<file path="config.mk">
export PLATFORM = sky130hd
export DESIGN_NAME = half_widen
export DESIGN_NICKNAME = d
export VERILOG_FILES = /design/src/rtl/half_widen_pkg.sv /design/src/rtl/half_widen_ctl.sv /design/src/rtl/half_widen_dp.sv /design/src/rtl/half_widen.sv
export SDC_FILE = /design/constraint.sdc
export NUM_CORES = 1
export LEC_CHECK = 0
export BUFFER_PORTS_ARGS = -buffer_cell sky130_fd_sc_hd__buf_2
export CORE_MARGIN = 1
export CORE_UTILIZATION = 45
export CTS_BUF_LIST = sky130_fd_sc_hd__clkbuf_16
export CTS_CLUSTER_SIZE = 8
export DETAILED_ROUTE_END_ITERATION = 7
export PLACE_DENSITY = 0.72
export SETUP_SLACK_MARGIN = 0.5
export SYNTH_ARGS = -nofsm -noshare
export SYNTH_HDL_FRONTEND = slang
export SYNTH_SLANG_ARGS = --single-unit
export TNS_END_PERCENT = 10
</file>
<file path="constraint.sdc">
create_clock -name clk -period 0.99 [get_ports clk]
set_clock_uncertainty 0.1 [all_clocks]
set_input_delay 0.198 -clock clk [delete_from_list [all_inputs] [get_ports clk]]
set_output_delay 0.198 -clock clk [all_outputs]
set_load 0.01 [all_outputs]
</file>
<file path="src/rtl/half_widen_pkg.sv">
package half_widen_pkg;
  parameter int HALF_EXP_W  = 5;
  parameter int HALF_FRAC_W = 10;
  parameter int SGL_EXP_W   = 8;
  parameter int SGL_FRAC_W  = 23;

  typedef struct packed {
    logic isZero;
    logic isSub;
    logic isInf;
    logic isNan;
    logic isSnan;
  } ctlStrobes_t;
endpackage

</file>
<file path="src/rtl/half_widen_ctl.sv">
module half_widen_ctl
  import half_widen_pkg::*;
#(
  parameter int EXP_W  = HALF_EXP_W,
  parameter int FRAC_W = HALF_FRAC_W
) (
  input  logic [EXP_W-1:0]  expIn,
  input  logic [FRAC_W-1:0] fracIn,
  input  logic              altMode,
  output ctlStrobes_t       strobes
);
  logic topCode, expZero, fracZero, special;

  always_comb begin
    topCode  = &expIn;
    expZero  = ~|expIn;
    fracZero = ~|fracIn;
    special  = topCode & ~altMode;
    strobes.isZero = expZero & fracZero;
    strobes.isSub  = expZero & ~fracZero;
    strobes.isInf  = special & fracZero;
    strobes.isNan  = special & ~fracZero;
    strobes.isSnan = special & ~fracZero & ~fracIn[FRAC_W-1];
  end
endmodule

</file>
<file path="src/rtl/half_widen_dp.sv">
module half_widen_dp
  import half_widen_pkg::*;
#(
  parameter int IN_EXP_W   = HALF_EXP_W,
  parameter int IN_FRAC_W  = HALF_FRAC_W,
  parameter int OUT_EXP_W  = SGL_EXP_W,
  parameter int OUT_FRAC_W = SGL_FRAC_W
) (
  input  logic                            signIn,
  input  logic [IN_EXP_W-1:0]             expIn,
  input  logic [IN_FRAC_W-1:0]            fracIn,
  input  ctlStrobes_t                     strobes,
  output logic [OUT_EXP_W+OUT_FRAC_W:0]   resultOut
);
  localparam int PAD_W      = OUT_FRAC_W - IN_FRAC_W;
  localparam int BIAS_DELTA = (2**(OUT_EXP_W-1) - 1) - (2**(IN_EXP_W-1) - 1);
  localparam int POS_W      = $clog2(IN_FRAC_W + 1);

  logic [POS_W-1:0]      leadPos;
  logic [POS_W-1:0]      shiftAmt;
  logic [IN_FRAC_W-1:0]  subFrac;
  logic [IN_FRAC_W-1:0]  nanFrac;
  logic [OUT_EXP_W-1:0]  subExp;
  logic [OUT_EXP_W-1:0]  normExp;

  // leading-one search: highest set bit wins
  always_comb begin
    leadPos = '0;
    for (int i = 0; i < IN_FRAC_W; i++) begin
      if (fracIn[i]) leadPos = POS_W'(i);
    end
  end

  always_comb begin
    shiftAmt = POS_W'(IN_FRAC_W) - leadPos;
    subFrac  = fracIn << shiftAmt;
    subExp   = OUT_EXP_W'(BIAS_DELTA + 1) - OUT_EXP_W'(shiftAmt);
    normExp  = OUT_EXP_W'(expIn) + OUT_EXP_W'(BIAS_DELTA);
    nanFrac  = fracIn;
    nanFrac[IN_FRAC_W-1] = 1'b1;
  end

  always_comb begin
    if (strobes.isZero)
      resultOut = {signIn, {(OUT_EXP_W+OUT_FRAC_W){1'b0}}};
    else if (strobes.isInf)
      resultOut = {signIn, {OUT_EXP_W{1'b1}}, {OUT_FRAC_W{1'b0}}};
    else if (strobes.isNan)
      resultOut = {signIn, {OUT_EXP_W{1'b1}}, nanFrac, {PAD_W{1'b0}}};
    else if (strobes.isSub)
      resultOut = {signIn, subExp, subFrac, {PAD_W{1'b0}}};
    else
      resultOut = {signIn, normExp, fracIn, {PAD_W{1'b0}}};
  end
endmodule

</file>
<file path="src/rtl/half_widen.sv">
module half_widen
  import half_widen_pkg::*;
#(
  parameter int IN_EXP_W   = HALF_EXP_W,
  parameter int IN_FRAC_W  = HALF_FRAC_W,
  parameter int OUT_EXP_W  = SGL_EXP_W,
  parameter int OUT_FRAC_W = SGL_FRAC_W,
  localparam int IN_W      = 1 + IN_EXP_W + IN_FRAC_W,
  localparam int OUT_W     = 1 + OUT_EXP_W + OUT_FRAC_W
) (
  input  logic             clk,
  input  logic             rstN,
  input  logic [IN_W-1:0]  halfIn,
  input  logic             altMode,
  output logic [OUT_W-1:0] singleOut,
  output logic             invalidFlag
);
  logic                 signIn;
  logic [IN_EXP_W-1:0]  expIn;
  logic [IN_FRAC_W-1:0] fracIn;
  ctlStrobes_t          strobes;
  logic [OUT_W-1:0]     resultNext;

  assign signIn = halfIn[IN_W-1];
  assign expIn  = halfIn[IN_W-2 -: IN_EXP_W];
  assign fracIn = halfIn[IN_FRAC_W-1:0];

  half_widen_ctl #(.EXP_W(IN_EXP_W), .FRAC_W(IN_FRAC_W)) ctl (
    .expIn(expIn), .fracIn(fracIn), .altMode(altMode), .strobes(strobes)
  );

  half_widen_dp #(
    .IN_EXP_W(IN_EXP_W), .IN_FRAC_W(IN_FRAC_W),
    .OUT_EXP_W(OUT_EXP_W), .OUT_FRAC_W(OUT_FRAC_W)
  ) dp (
    .signIn(signIn), .expIn(expIn), .fracIn(fracIn),
    .strobes(strobes), .resultOut(resultNext)
  );

  always_ff @(posedge clk or negedge rstN) begin
    if (!rstN) begin
      singleOut   <= '0;
      invalidFlag <= 1'b0;
    end else begin
      singleOut   <= resultNext;
      invalidFlag <= strobes.isSnan;
    end
  end
endmodule

</file>
==> flow_metrics.env <==
export IMPL_synth_cells=179
export IMPL_h_tree_depth=1
export IMPL_post_route_drc_count=0
export IMPL_min_path_type="in -> async"
export IMPL_yosysSeqAreaShare_pct=30.21
export IMPL_dp_slack_ns=-1.243
export IMPL_maxSlewViolCount=0
export IMPL_cp_start_kind="input port"
export IMPL_antenna_found_initial=0
export IMPL_drtIter0Drc=79
export IMPL_period_needed_ns=1.960
export IMPL_synth_cell_types=60
export IMPL_fillerInstances=243
export IMPL_grt_total_usage_pct=26.64
export IMPL_met1Wirelength_um=1988
export IMPL_grt_pass1_vias=1581
export IMPL_grt_ovfl_total=0
export IMPL_routed_wl_met3_um=294
export IMPL_critPathKind="in -> reg"
export IMPL_ys_async_sr_fraction_pct=100.0
export IMPL_fin_ws_ns=-0.9703
export IMPL_grt_max_degree=20
export IMPL_top_layer_used="met4"
export IMPL_critical_path_required_ns=1.06
export IMPL_ys_seq_elements=19
export IMPL_synth_cell_area_um2=1574
export IMPL_viasPerCell=5.315
export IMPL_clkTransAtPathRegs_ns=0.05
export IMPL_p_leak_nw=1.173
export IMPL_yosys_warnings=0
export IMPL_grt_pass1_wl_um=7314
export IMPL_dieWidth_um=61.14
export IMPL_arrival_ns=2.03
export IMPL_hold_worst_slack_ns=-0.2315
export IMPL_status="complete, but fails checks"
export IMPL_cts_buffer_depth=2
export IMPL_antenna_left=0
export IMPL_num_vias=1685
export IMPL_rsz0062_at_grt="yes"
export IMPL_portBuffers=38
export IMPL_drt_total_wl_um=4833
export IMPL_dr_wl_met2_um=2443
export IMPL_die_area_um2=3738
export IMPL_cts_buffers_inserted=3
export IMPL_timing_final_crit_share_pct=198.0
export IMPL_place_hpwl_um=3463
export IMPL_syn_area_per_cell_um2=8.793
export IMPL_fmax_ghz=0.5101
export IMPL_cts_tree="yes"
export IMPL_start_util_pct=47.17
export IMPL_wl_per_cell_um=15.25
export IMPL_ys_flop_type="dfrtp_1"
export IMPL_worstSetupEndpointType="flip-flop"
export IMPL_diodes=0
export IMPL_power_mw=2.727
export IMPL_violations="hold timing, setup timing"
export IMPL_die_h_um=61.14
export IMPL_worstPathMaxFanout=8
export IMPL_final_hold_viol_count=20
export IMPL_place_congestion=0.9671
export IMPL_maxCapViolCount=0
export IMPL_row_count=21
export IMPL_cellPowerDensity_nw_per_um2=1092
export IMPL_synth_edf_count=0
export IMPL_root_buffer="clkbuf_16"
export IMPL_clock_sinks=19
export IMPL_drive_gt1_share_pct=52.40
export IMPL_drt_first_pass_iters=4
export IMPL_tns_ns=-13.85
export IMPL_nNetsFinal=293
export IMPL_area_growth_pct=58.74
export IMPL_boundaryPins=52
export IMPL_coreArea_um2=3337
export IMPL_irDropWorstVdd_mv=0.5644
export IMPL_setup_viol=37
==> cells by family (layout without fill, tap and decap cells) <==
family,count (synthesis),after routing,synth area share [%]
AND/OR/NAND/NOR,63,63,22.18
AO/OA/AOI/OAI,57,57,29.25
buffers and inverters,32,112,12.32
flip-flops,19,19,30.21
multiplexers,3,3,1.908
adder cells (fa/ha/maj),2,2,1.590
XOR/XNOR,2,2,2.306
other,1,13,0.2382
==> routing by layer <==
layer / global-route usage (%) / up-vias
met5: 0 / -
met4: 11.36 / 0
met3: 3.571 / 12
met2: 44.25 / 79
met1: 34.57 / 785
li1: - / 809
==> final timing paths <==
path	startpoint	end	slack (ns)	depth (start not counted)
max	halfIn[9]	singleOut[21]$_DFF_PN0_	-0.97	13
min	rstN	singleOut[25]$_DFF_PN0_	-0.23	1
max in group asynchronous	rstN	singleOut[20]$_DFF_PN0_	0.74	1
min in group clk	halfIn[15]	singleOut[31]$_DFF_PN0_	-0.04	1
==> sequential cells by signal, indices dropped and copies added, names as in the netlist <==
| signal | count |
|---|---|
| singleOut | 18 |
| invalidFlag | 1 |
==> timing repair <==
item                                    4_1_cts  5_1_grt
cloned                                        0        0
setup buffers                                 2        0
endpoints found under the setup margin       37       37
endpoints found under the hold margin        20       20
pin swaps                                    14        4
gates resized for setup                      29       13
==> layout by cell type (no fill, tap or decap), drive strengths merged, types with 2 or more instances in the layout <==
cell,n
a22oi,2
xnor2,2
buf,100
inv,7
o31ai,5
dfrtp,19
and2,3
a21boi,2
nor4,2
a22o,3
a21oi,8
o21bai,2
conb,13
nor2,24
ha,2
nand4,2
a21o,5
mux2i,3
nor2b,4
o21a,2
nand2b,4
nand2,13
o211ai,4
o21ai,7
nor3b,3
a2111oi,3
clkbuf,4
o41ai,2
nand3,2
==> synth_stat cells (3+ instances only) <==
master / number / area, µm²
nor2_1: 21 / 78.83
dfrtp_1: 19 / 475.5
buf_4: 15 / 112.6
nand2_1: 13 / 48.80
a21oi_1: 7 / 35.03
buf_2: 6 / 30.03
inv_1: 6 / 22.52
a21o_1: 5 / 37.54
o31ai_1: 5 / 37.54
nor2b_1: 4 / 25.02
o21ai_0: 4 / 20.02
a22o_1: 3 / 26.28
and2_1: 3 / 18.77
clkbuf_1: 3 / 11.26
mux2i_1: 3 / 30.03
nand2b_1: 3 / 18.77
nor3b_1: 3 / 22.52
o211ai_1: 3 / 22.52
==> worst max-delay path, cell delays in order <==
cell,delay (ns)
buf_4,0.13
buf_12,0.12
nor2_4,0.09
a21o_1,0.14
and2_4,0.16
inv_4,0.04
ha_4,0.24
or3b_4,0.38
a21oi_2,0.14
a221oi_1,0.06
nand2_1,0.09
o31ai_2,0.08
o211ai_2,0.14
==> where the power goes <==
group	internal [mW]	total [mW]	switching, mW
Clock	0.540	0.806	0.265
Combinational	0.531	1.09	0.555
Sequential	0.821	0.836	0.0142
Total	1.89	2.73	0.835
==> metrics by stage <==
stage | utilization, % | hold WS [ns] | cell area [µm²] | instances
after detailed placement | 65.95 | 0.03937 | 2201 | 311
after CTS | 72.89 | -0.2212 | 2432 | 317
final | 74.88 | -0.2315 | 2499 | 317
after global routing | 74.88 | -0.2061 | 2499 | 317
after global placement | 65.95 | 0.03873 | 2201 | 311
after floorplan | - | -0.1976 | 1669 | 191
==> cell type report <==
type	instances	area, µm²	share of cell area, %
Clock buffer	3	75.07	3.005
Clock inverter	1	5.005	0.2003
Inverter	7	31.28	1.252
Multi-Input combinational cell	140	1087	43.52
Sequential cell	19	475.5	19.03
Tap cell	46	57.56	2.303
Timing Repair Buffer	101	767.0	30.70
(Power assumes the default switching activity.)
